--- src/rtl/otp_pulse_prog.sv ---
module otp_pulse_prog #(
  parameter int AW         = 8,
  parameter int DW         = 16,
  parameter int CYC_PER_US = 50,
  parameter int PULSE_US   = 100,
  parameter int SETUP_US   = 2,
  parameter int HOLD_US    = 2,
  parameter int OE_NS      = 150,
  parameter int MAX_TRY    = 10
) (
  input  logic          clk,
  input  logic          rst_n,
  input  logic          start,
  input  logic [DW-1:0] src_data,
  input  logic [DW-1:0] mem_rdata,
  output logic [AW-1:0] mem_addr,
  output logic [DW-1:0] mem_wdata,
  output logic          mem_ce_n,
  output logic          mem_oe_n,
  output logic          vpp_hi,
  output logic          vcc_hi,
  output logic          busy,
  output logic          done,
  output logic          pass,
  output logic [AW-1:0] fail_addr,
  output logic [1:0]    fail_phase
);

  localparam int T_PULSE = PULSE_US * CYC_PER_US;
  localparam int T_SETUP = SETUP_US * CYC_PER_US;
  localparam int T_HOLD  = HOLD_US * CYC_PER_US;
  localparam int T_OE    = (OE_NS * CYC_PER_US + 999) / 1000 + 1;
  localparam int TW      = $clog2(T_PULSE + T_SETUP + T_HOLD + T_OE + 1);
  localparam int CW      = $clog2(MAX_TRY + 1);
  localparam logic [AW-1:0] LAST = {AW{1'b1}};

  typedef enum logic [2:0] {
    S_IDLE, S_SETUP, S_PULSE, S_HOLD, S_VERIFY, S_SETTLE, S_READ
  } st_t;

  st_t           st;
  logic [TW-1:0] tmr;
  logic [AW-1:0] addr;
  logic [CW-1:0] tries;
  logic          second;
  logic          done_q, pass_q;
  logic [AW-1:0] faddr_q;
  logic [1:0]    phase_q;

  wire tick  = (tmr == '0);
  wire match = (mem_rdata == src_data);

  always_ff @(posedge clk or negedge rst_n) begin
    if (!rst_n) begin
      st      <= S_IDLE;
      tmr     <= '0;
      addr    <= '0;
      tries   <= '0;
      second  <= 1'b0;
      done_q  <= 1'b0;
      pass_q  <= 1'b0;
      faddr_q <= '0;
      phase_q <= 2'b00;
    end else begin
      done_q <= 1'b0;
      if (!tick) tmr <= tmr - 1'b1;
      case (st)
        S_IDLE: if (start) begin
          st      <= S_SETUP;
          tmr     <= TW'(T_SETUP - 1);
          addr    <= '0;
          tries   <= '0;
          second  <= 1'b0;
          pass_q  <= 1'b0;
          faddr_q <= '0;
          phase_q <= 2'b00;
        end
        S_SETUP: if (tick) begin
          st  <= S_PULSE;
          tmr <= TW'(T_PULSE - 1);
        end
        S_PULSE: if (tick) begin
          st  <= S_HOLD;
          tmr <= TW'(T_HOLD - 1);
        end
        S_HOLD: if (tick) begin
          if (second || addr == LAST) begin
            st  <= S_VERIFY;
            tmr <= TW'(T_OE - 1);
            if (!second) begin
              second <= 1'b1;
              addr   <= '0;
              tries  <= '0;
            end
          end else begin
            st   <= S_SETUP;
            tmr  <= TW'(T_SETUP - 1);
            addr <= addr + 1'b1;
          end
        end
        S_VERIFY: if (tick) begin
          if (match) begin
            tries <= '0;
            if (addr == LAST) begin
              st   <= S_SETTLE;
              addr <= '0;
              tmr  <= TW'(T_SETUP - 1);
            end else begin
              addr <= addr + 1'b1;
              tmr  <= TW'(T_OE - 1);
            end
          end else if (tries == CW'(MAX_TRY)) begin
            st      <= S_IDLE;
            done_q  <= 1'b1;
            faddr_q <= addr;
            phase_q <= 2'b01;
          end else begin
            tries <= tries + 1'b1;
            st    <= S_SETUP;
            tmr   <= TW'(T_SETUP - 1);
          end
        end
        S_SETTLE: if (tick) begin
          st  <= S_READ;
          tmr <= TW'(T_OE - 1);
        end
        S_READ: if (tick) begin
          if (!match) begin
            st      <= S_IDLE;
            done_q  <= 1'b1;
            faddr_q <= addr;
            phase_q <= 2'b10;
          end else if (addr == LAST) begin
            st     <= S_IDLE;
            done_q <= 1'b1;
            pass_q <= 1'b1;
          end else begin
            addr <= addr + 1'b1;
            tmr  <= TW'(T_OE - 1);
          end
        end
        default: st <= S_IDLE;
      endcase
    end
  end

  wire raised = (st == S_SETUP) || (st == S_PULSE) || (st == S_HOLD) || (st == S_VERIFY);

  assign mem_addr   = addr;
  assign mem_wdata  = src_data;
  assign mem_ce_n   = !((st == S_PULSE) || (st == S_READ));
  assign mem_oe_n   = !((st == S_VERIFY) || (st == S_READ));
  assign vpp_hi     = raised;
  assign vcc_hi     = raised;
  assign busy       = (st != S_IDLE);
  assign done       = done_q;
  assign pass       = pass_q;
  assign fail_addr  = faddr_q;
  assign fail_phase = phase_q;

  assert_pulse_oe_high_R3: assert property (@(posedge clk) disable iff (!rst_n)
    (!mem_ce_n && vpp_hi) |-> (mem_oe_n && vcc_hi));

  assert_pulse_lines_stable_R4: assert property (@(posedge clk) disable iff (!rst_n)
    (!mem_ce_n && vpp_hi && $past(!mem_ce_n && vpp_hi)) |-> ($stable(mem_addr) && $stable(mem_wdata)));

  assert_verify_raised_R5: assert property (@(posedge clk) disable iff (!rst_n)
    (!mem_oe_n && mem_ce_n) |-> (vpp_hi && vcc_hi));

  assert_try_bound_R6: assert property (@(posedge clk) disable iff (!rst_n)
    tries <= CW'(MAX_TRY));

  assert_final_normal_R8: assert property (@(posedge clk) disable iff (!rst_n)
    (!mem_ce_n && !mem_oe_n) |-> (!vpp_hi && !vcc_hi));

  assert_done_on_fall_R10: assert property (@(posedge clk) disable iff (!rst_n)
    $fell(busy) |-> done);

  assert_idle_safe_R11: assert property (@(posedge clk) disable iff (!rst_n)
    !busy |-> (mem_ce_n && mem_oe_n && !vpp_hi && !vcc_hi));

endmodule

--- config.mk ---
export PLATFORM = sky130hd
export DESIGN_NAME = otp_pulse_prog
export DESIGN_NICKNAME = d
export VERILOG_FILES = /design/src/rtl/otp_pulse_prog.sv
export SDC_FILE = /design/constraint.sdc
export NUM_CORES = 1
export LEC_CHECK = 0
export ABC_CLOCK_PERIOD_IN_PS = 3400
export BUFFER_PORTS_ARGS = -buffer_cell sky130_fd_sc_hd__buf_2
export CAP_MARGIN = 20
export CORE_AREA = 2 2 77 79
export CTS_CLUSTER_SIZE = 25
export DETAILED_ROUTE_END_ITERATION = 6
export DIE_AREA = 0 0 79 81
export GPL_TIMING_DRIVEN = 0
export MAX_ROUTING_LAYER = met4
export PLACE_DENSITY = 0.81
export SYNTH_ARGS = -nofsm -noshare
export SYNTH_HDL_FRONTEND = slang
export SYNTH_SLANG_ARGS = --single-unit
--- constraint.sdc ---
create_clock -name clk -period 3.4 [get_ports clk]
set_input_delay 0.51 -clock clk [delete_from_list [all_inputs] [get_ports clk]]
set_output_delay 0.51 -clock clk [all_outputs]
set_load 0.005 [all_outputs]
# [Yosys cells after proc, flatten, opt, wreduce, memory -nomap -nowiden]
# Cells that the tools add are included.
# W data, S select, Z words.
[word_totals] ff_bits=41 elab_cells=139 out_inout_bits=41 input_bits=35
[op_classes] add_sub_neg=3 reduce_logical=22 mux=76 eq_ne=29
[op_table] operator="$mux W13" n=12
[op_table] operator="$mux W8" n=15
[op_table] operator="$pmux W13 S7" n=1
[op_table] operator="$mux W3" n=12
[op_table] operator="$ne A2 B2 Y1 const B" n=16
[op_table] operator="$pmux W8 S4" n=1
[op_table] operator="$mux W4" n=7
[op_table] operator="$pmux W8 S3" n=1
[op_table] operator="$pmux W3 S7" n=1
[op_table] operator="$reduce_and A9 Y1" n=2
[op_table] operator="$eq A16 B16 Y1" n=1
[op_table] operator="$mux W7" n=2
[op_table] operator="$reduce_and A7 Y1" n=2
[op_table] operator="$logic_not A13 Y1" n=1
[op_table] operator="$mux W1" n=13
[op_table] operator="$sub A13 B1 Y13 const B" n=1
[op_table] operator="$mux W2" n=6
[op_table] operator="$ne A3 B3 Y1 const B" n=4
[op_table] operator="$pmux W4 S3" n=1
[op_table] operator="$eq A3 B3 Y1 const B" n=3
[op_table] operator="$reduce_bool A3 Y1" n=3
[op_table] operator="$add A8 B1 Y8 const B" n=1
[op_table] operator="$eq A8 B8 Y1 const B" n=1
[op_table] operator="$eq A3 B2 Y1 const B" n=2
[op_table] operator="other kinds (12)" n=21

# [Depth between registers and ports, before layout]
# Gate-level depths: netlist (run 1).
[logic_depth] ltp_word=6 ltp_mapped=13 ltp_nobuf=12

# [Worst setup path before layout (run 1)]
# No wires, ideal clock.
[synth_timing] kind="reg2reg" from="register tmr[0]" to="register tmr[0]" n_path_buf=1 t_required_ns=3.270 slack_ns=0.796 arrival_ns=2.473 period_less_slack_ns=2.604 path_stages_with_launch=14 setup_time_ns=0.130 cell_sequence="dfrtp_1 inv_1 ha_1 nor4b_2 and4b_1 inv_2 buf_1 ha_1 nor2_1 o221ai_1 o21ai_0 a211o_1 a221oi_1 a21oi_1"
[synth_via] elab_chain_cells=6 word_cells_on_any_way=15 cone_classes="add/sub: 1; mux: 13; reduce/logical: 1"
[synth_rtl] item="start: declaration" line_no="42" rtl="logic [TW-1:0] tmr;"
[synth_rtl] item="start signal: assignment" line_no="66" rtl="if (!tick) tmr <= tmr - 1'b1;"
[synth_rtl] item="start signal: assignment" line_no="70" rtl="tmr <= TW'(T_SETUP - 1);"
[synth_rtl] item="start signal: assignment" line_no="80" rtl="tmr <= TW'(T_PULSE - 1);"
[synth_rtl] item="$sub A13 B1 Y13 / $logic_not A13 Y1 (equally long branches)" line_no="66, 50"
[synth_rtl] item="$mux W13" line_no="66"
[synth_rtl] item="$mux W13, on equally long branches" line_no="133, 112"
[synth_rtl] item="$mux W13, on equally long branches" line_no="128, 102"
[synth_rtl] item="$mux W13, on equally long branches" line_no="127, 101"
[synth_rtl] item="$pmux W13 S7 *" line_no="67" rtl="case (st)"
# Every way passes the cells marked *; elsewhere a longest branch is shown, timed or not.
# A chain may end at the register's enable or synchronous reset.

# [Worst setup path in the final report (run 1)]
# Ends and elaborated chain as after synthesis.

==> flow_summary.json, run 1 <==
{
  "status": "complete, no violations",
  "path_max_fanout": 11,
  "p_clk_frac": 0.418,
  "numPortBuffers": 75,
  "power_density_mw_per_mm2": 280,
  "die_w_um": 79,
  "synth_nets": 379,
  "place_congestion": 0.979,
  "vias": 2940,
  "critical_path_arrival_ns": 3.26,
  "slew_viol_final": 0,
  "drc": 0,
  "post-cts-setup-buffers": 0,
  "wl_mm": 7.61,
  "p_sw_uw": 206,
  "finalNetCount": 461,
  "worstSetupPathType": "reg2reg",
  "hold_buffers": 0,
  "diodes": 0,
  "slew_headroom": 0.359,
  "tightest_slew_ns": 0.959,
  "syn_area_mm2": 0.00290,
  "cts_tree": "yes",
  "maxCapViolCount": 0,
  "drt_iter0_drc": 264,
  "fillers": 524,
  "area_delta_synth_final_pct": 20.2,
  "core_mm2": 0.00568,
  "grt_usage": 0.239,
  "yosys_warnings": 0,
  "drive_above_1_share": 0.283,
  "finalClockSkew_ns": 0.00390,
  "clk_pin_slew_worst_paths_ns": 0.08,
  "min_path_type": "in2async",
  "avgSynthCellArea_um2": 8.57,
  "clk_latency_ns": 0.29,
  "dp_hpwl_mm": 5.73,
  "fin_crit_ns": 3.08,
  "ys_seq_area_frac": 0.354,
  "clkSinkCount": 41,
  "num_rows": 28,
  "finalCritPeriodShare": 0.907,
  "synth.distinct_cells": 60,
  "synth_edf_count": 0,
  "antenna_found_initial": 0,
  "grt_max_degree": 42,
  "fin_setup_tns_ns": 0,
  "initial_core_util": 0.510,
  "start_kind": "flop",
  "synthFlopType": "dfrtp_1",
  "syn_inst": 338,
  "power.leakage_uw": 0.00156,
  "timing.final.hold_violations": 0,
  "wl_per_cell_um": 15.3,
  "utilization": 0.614,
  "htree_levels": 2,
  "cts.repair.resized": 0,
  "antenna_left": 0,
  "synthArstFlopShare": 1.00,
  "grt_pass1_wl_mm": 11.9,
  "crit_path_end_kind": "flop",
  "cts_buffers": 5,
  "grt_pass1_vias": 2622,
  "synth-seq-cells": 41,
  "crit_required_ns": 3.57,
  "rsz0062_at_grt": "no",
  "cts_buffer_depth": 2,
  "peakVddDrop_mv": 0.185,
  "swShare": 0.211,
  "rrSetupSlack_ns": 0.32,
  "clock-root-buffer": "clkbuf_8",
  "die_h_um": 81,
  "finalSetupViolCount": 0,
  "combinationalPowerShare": 0.082,
  "vias_per_cell": 5.93,
  "p_int_uw": 768,
  "drt_pass1_iterations": 5,
  "ios": 76,
  "fmaxAchievable_ghz": 0.324,
  "overflow": 0,
  "die-area_mm2": 0.00640,
  "pwr-share-seq": 0.500
}
## final timing paths
kind,end,startpoint,cells past startpoint
worst min-delay path,st[2]$_DFFE_PN0P_,rst_n,1
min in group clk,pass$_DFFE_PN0P_,pass$_DFFE_PN0P_,2
worst max-delay path,tmr[0]$_DFF_PN0_,tmr[0]$_DFF_PN0_,13
max in group asynchronous,fail_addr[3]$_DFFE_PN0P_,rst_n,1
worst min register to register,pass$_DFFE_PN0P_,pass$_DFFE_PN0P_,2
worst max register to register,tmr[0]$_DFF_PN0_,tmr[0]$_DFF_PN0_,13
## state kept, by name, indices dropped and copies added (netlist names)
register,cells
tmr,13
pass,1
tries,4
mem_addr,8
st,3
second,1
fail_phase,2
fail_addr,8
done,1
## cells by family (layout without fill, tap and decap cells)
| logic type | count (synthesis) | count (layout) | share of synthesized area |
|---|---|---|---|
| AO/OA/AOI/OAI | 103 | 103 | 0.235 |
| flip-flops | 41 | 41 | 0.354 |
| adder cells (fa/ha/maj) | 6 | 6 | 0.0259 |
| multiplexers | 1 | 1 | 0.00518 |
| AND/OR/NAND/NOR | 121 | 121 | 0.228 |
| buffers and inverters | 42 | 125 | 0.0795 |
| XOR/XNOR | 24 | 24 | 0.0726 |
## cell usage after synthesis, types with 3 or more instances
master     n  area [um2]
xor2_1    20         175
buf_2      4        20.0
inv_1      9        33.8
ha_1       6        75.1
xnor2_1    4        35.0
nor4_1     6        37.5
nor3_1    10        50.1
o221ai_1   3        26.3
nor4_2     4        50.1
a21oi_1   15        75.1
dfrtp_1   41        1030
or3_1      5        31.3
clkbuf_1   6        22.5
nand3_1    4        20.0
o211ai_1   5        37.5
buf_1      3        11.3
nand2b_1   5        31.3
buf_4     18         135
o31ai_1   11        82.6
or4_1      7        52.6
o21ai_0   37         185
a211oi_1   4        30.0
a31oi_1    6        37.5
nor2_1    28         105
nand2_1   35         131
## critical path: stages (launching register included)
cell and delay, ns:
dfrtp_1 0.45, inv_1 0.09, ha_1 0.25, nor4b_2 0.18
and4b_1 0.22, inv_2 0.15, buf_1 0.44, ha_1 0.28
nor2_1 0.05, o221ai_1 0.16, o21ai_0 0.11, a211o_1 0.30
a221oi_1 0.21, a21oi_1 0.07
## per-stage QoR
stage	setup WS (ns)	cells	hold WS [ns]	area [um2]	power, uW
2_1_floorplan	0.796	338	0.214	2900	531
3_3_place_gp	0.396	488	0.457	3370	576
3_5_place_dp	0.388	488	0.464	3370	578
4_1_cts	0.361	496	0.379	3480	977
5_1_grt	0.121	496	0.421	3480	1000
6_report	0.315	496	0.353	3480	973
## final cells by class
class | instances | area [um2] | area share
multi-input cells | 255 | 1640 | 0.471
flip-flops and latches | 41 | 1030 | 0.295
repair buffers | 75 | 375 | 0.108
plain buffers | 31 | 189 | 0.0543
well taps | 75 | 93.8 | 0.0269
clock buffers | 7 | 86.3 | 0.0248
inverters | 11 | 41.3 | 0.0119
clock inverters | 1 | 30.0 | 0.00862
## metal layers
metal  part of all wire  vias up  track usage
met2               0.51      121        0.411
met4              0.016        0       0.0793
li1                   -     1391            -
met1               0.41     1411        0.290
met3              0.058       17       0.0356
met5                  0        -            -
## power by group through the flow
stage | clock network [uW] | logic [uW] | registers (uW)
6_report | 407 | 79.7 | 487
5_1_grt | 425 | 88.3 | 487
4_1_cts | 409 | 81.1 | 487
3_5_place_dp | 0 | 80.8 | 497
3_3_place_gp | 0 | 78.8 | 497
2_1_floorplan | 0 | 33.7 | 497
## cell usage in the layout, fill, tap and decap left out, types with 2 or more instances in the layout
master     n
a211o_1    2
a211oi_1   4
a21o_1     2
a21oi_1   15
a221oi_1   2
a311oi_1   2
a31oi_1    6
and2_1     2
and3_1     2
buf_1      3
buf_2     79
buf_4     18
clkbuf_1   7
clkbuf_8   6
dfrtp_1   41
ha_1       6
inv_1      9
nand2_1   35
nand2b_1   5
nand3_1    4
nand4_1    2
nor2_1    28
nor3_1    10
nor4_1     6
nor4_2     4
o211ai_1   5
o21ai_0   37
o221ai_1   3
o31ai_1   11
or3_1      5
or4_1      7
xnor2_1    4
xor2_1    20
(Power assumes the default switching activity.)
==> run 2: changes to the inputs <==
==> config.mk (replaced) <==
export PLATFORM = sky130hd
export DESIGN_NAME = otp_pulse_prog
export DESIGN_NICKNAME = d
export VERILOG_FILES = /design/src/rtl/otp_pulse_prog.sv
export SDC_FILE = /design/constraint.sdc
export NUM_CORES = 1
export LEC_CHECK = 0
export ABC_AREA = 1
export ABC_CLOCK_PERIOD_IN_PS = 2800
export BUFFER_PORTS_ARGS = -buffer_cell sky130_fd_sc_hd__buf_2
export CAP_MARGIN = 10
export CORE_AREA = 2 2 85 87
export CTS_CLUSTER_SIZE = 25
export DETAILED_ROUTE_END_ITERATION = 6
export DIE_AREA = 0 0 87 89
export GPL_TIMING_DRIVEN = 0
export MAX_ROUTING_LAYER = met4
export PLACE_DENSITY = 0.78
export SYNTH_ARGS = -nofsm -noshare
export SYNTH_HDL_FRONTEND = slang
export SYNTH_SLANG_ARGS = --single-unit
==> constraint.sdc (replaced) <==
create_clock -name clk -period 2.8 [get_ports clk]
set_input_delay 0.42 -clock clk [delete_from_list [all_inputs] [get_ports clk]]
set_output_delay 0.42 -clock clk [all_outputs]
set_load 0.005 [all_outputs]
==> run 2 against run 1 <==
  * Clock-buffer cell count shrank 2
  * Total power grew to 3.4 times the previous value
  * Via count grew 17%
  * Sequential share of layout area shrank 3.3 points
  * Maximum frequency up 27%
  * Final area rose by 13%
  * Wire length increased by 11%
  * Sequential power grew 80%
  * Non-clock buffer count fell by 8
  * Utilization decreased by 3.0 points
  * Clock power up 45%
  * Clock skew rose by 0.0084 ns
==> flow_summary.json, run 2 <==
{
  "status": "complete, no violations",
  "fin_crit_ns": 2.43,
  "synthMuxAreaShare": 0,
  "initial_core_util": 0.493,
  "ys_seq_area_frac": 0.310,
  "path_common_cell": "nand2_1",
  "start_kind": "flop",
  "synth_most_common_cell": "nand2_1",
  "cts_buffer_depth": 2,
  "die_w_um": 87,
  "vias": 3442,
  "finalPower_uw": 3320,
  "fin_setup_tns_ns": 0,
  "synth_nets": 527,
  "dp_hpwl_mm": 6.55,
  "critical_path_arrival_ns": 2.67,
  "fillers": 633,
  "numPortBuffers": 75,
  "finalSetupViolCount": 0,
  "clock-root-buffer": "clkbuf_8",
  "yosys.area_share.simple": 0.360,
  "cts_tree": "yes",
  "crit_chain": "inv_1 > ha_1 > nand2_4 > nor2_8 > nand2_4 > buf_2 > ha_1 > inv_1 > nor2_1 > nand2_1 > nand3_1 > nand2_1 > nand2_1 > a21oi_1",
  "synth_compound_area_frac": 0.148,
  "rsz0062_at_grt": "no",
  "finalClockSkew_ns": 0.0123,
  "synth_xor_area_frac": 0.0265,
  "vias_per_cell": 5.30,
  "clk_pin_slew_worst_paths_ns": 0.09,
  "yosys.area.top_type": "dfrtp_1",
  "cts_buffers": 5,
  "finalCritPeriodShare": 0.868,
  "antenna_left": 0,
  "drt_pass1_iterations": 5,
  "wl_per_cell_um": 13.0,
  "largest_reg_flops": 13,
  "die-area_mm2": 0.00774,
  "synth_top_cells_by_count": "nand2_1 (134), nor2_1 (65), inv_1 (60)",
  "utilization": 0.584,
  "grt_pass1_wl_mm": 13.7,
  "crit_path_end_kind": "flop",
  "num_rows": 30,
  "tightest_slew_ns": 0.927,
  "crit_required_ns": 3.04,
  "avgSynthCellArea_um2": 6.81,
  "slew_viol_final": 0,
  "diodes": 0,
  "critical_path.slowest_cell": "dfrtp_1",
  "syn_inst": 486,
  "cts.repair.resized": 0,
  "grt_max_degree": 42,
  "layout_common_cells": "nand2_1 (134), buf_2 (77), nor2_1 (65), inv_1 (60), dfrtp_1 (41)",
  "synthArstFlopShare": 1.00,
  "area_delta_synth_final_pct": 18.5,
  "drt_iter0_drc": 368,
  "die_h_um": 89,
  "peakVddDrop_mv": 0.425,
  "drc": 0,
  "fmaxAchievable_ghz": 0.411,
  "worstSetupPathType": "reg2reg",
  "overflow": 0,
  "place_congestion": 0.937,
  "clk_latency_ns": 0.31,
  "crit_buf_inv": 3,
  "power.leakage_uw": 0.00219,
  "grt_pass1_vias": 3090,
  "synthFlopType": "dfrtp_1",
  "ios": 76,
  "htree_levels": 2,
  "synth_top_family_by_area": "simple AND/OR/NAND/NOR gates",
  "wl_mm": 8.45,
  "slew_headroom": 0.382,
  "final_common_cell": "nand2_1",
  "synthAdderAreaFrac": 0.0227,
  "clkSinkCount": 41,
  "timing.final.hold_violations": 0,
  "drive_above_1_share": 0.255,
  "synth-seq-cells": 41,
  "synth_edf_count": 0,
  "post-cts-setup-buffers": 0,
  "antenna_found_initial": 0,
  "grt_usage": 0.229,
  "maxCapViolCount": 0,
  "max_stage_delay_ns": 0.42,
  "syn_area_mm2": 0.00331,
  "finalNetCount": 609,
  "netlist.area_leader.share": 0.310,
  "regMostFlops": "tmr",
  "synth.area.top_cells": "dfrtp_1 (31%), nand2_1 (15%), nor2_1 (7.4%)",
  "path_max_fanout": 11,
  "min_path_type": "in2async",
  "critical_path.top_delay_family": "simple AND/OR/NAND/NOR gates",
  "synth.distinct_cells": 49,
  "rrSetupSlack_ns": 0.37,
  "core_mm2": 0.00672,
  "power_density_mw_per_mm2": 846,
  "hold_buffers": 0,
  "hold_ws_ns": 0.236,
  "yosys_warnings": 0
}
==> run 2: cell types whose count changed in the layout (fill, tap and decap cells not counted), moves of 10 or more <==
cell and change:
nand2_1 +99, inv_1 +51, nor2_1 +37, o21ai_0 -28, nand3_1 +26, o21ai_1 +12, xor2_1 -11, o31ai_1 -10
==> run 2: final timing paths <==
| check | start | to | depth (start not counted) |
|---|---|---|---|
| worst max-delay path | tmr[0]$_DFF_PN0_ | tmr[0]$_DFF_PN0_ | 14 |
| worst min register to register | fail_phase[0]$_DFFE_PN0P_ | fail_phase[0]$_DFFE_PN0P_ | 2 |
| min in group clk | start | tmr[10]$_DFF_PN0_ | 3 |
| max in group asynchronous | rst_n | done$_DFF_PN0_ | 1 |
| worst max register to register | tmr[0]$_DFF_PN0_ | tmr[0]$_DFF_PN0_ | 14 |
| worst min-delay path | rst_n | fail_addr[4]$_DFFE_PN0P_ | 1 |
==> run 2: logic make-up after synthesis <==
kind of cell | after synthesis
XOR/XNOR | 10
flip-flops | 41
AND/OR/NAND/NOR | 262
buffers and inverters | 94
AO/OA/AOI/OAI | 73
adder cells (fa/ha/maj) | 6
==> run 2: routing by layer <==
layer,part of all wire,GRT usage,vias to the layer above,routed length (um)
li1,-,-,1709,-
met1,0.44,0.307,1550,3740
met2,0.46,0.364,162,3890
met3,0.084,0.0360,21,706
met4,0.014,0.0597,0,122
met5,0,-,-,0
==> run 2: cell type report <==
class | instances | area [um2] | area share
Buffer | 23 | 168 | 0.0427
Clock buffer | 5 | 68.8 | 0.0175
Clock inverter | 3 | 68.8 | 0.0175
Inverter | 71 | 273 | 0.0695
Multi-Input combinational cell | 351 | 1840 | 0.470
Sequential cell | 41 | 1030 | 0.261
Tap cell | 80 | 100 | 0.0255
Timing Repair Buffer | 75 | 375 | 0.0957
==> run 2: stage by stage <==
stage          instance area, um2  std cells  worst slack (ns)
2_1_floorplan                3310        486             0.733
6_report                     3920        649             0.369
5_1_grt                      3920        649             0.212
3_5_place_dp                 3790        641             0.411
3_3_place_gp                 3790        641             0.467
4_1_cts                      3920        649             0.390
==> run 2: where the power goes <==
part | total [uW] | internal (uW) | switching [uW]
Sequential | 875 | 727 | 148
Combinational | 1850 | 637 | 1220
Clock | 591 | 359 | 232
Total | 3320 | 1720 | 1600
==> run 2: worst register-to-register path: cells and delay by family, from the launching register on <==
kind | cells | cell delay, ns
adder cells (fa/ha/maj) | 2 | 0.64
buffers and inverters | 3 | 0.48
flip-flops | 1 | 0.42
AND/OR/NAND/NOR | 8 | 0.70
AO/OA/AOI/OAI | 1 | 0.13
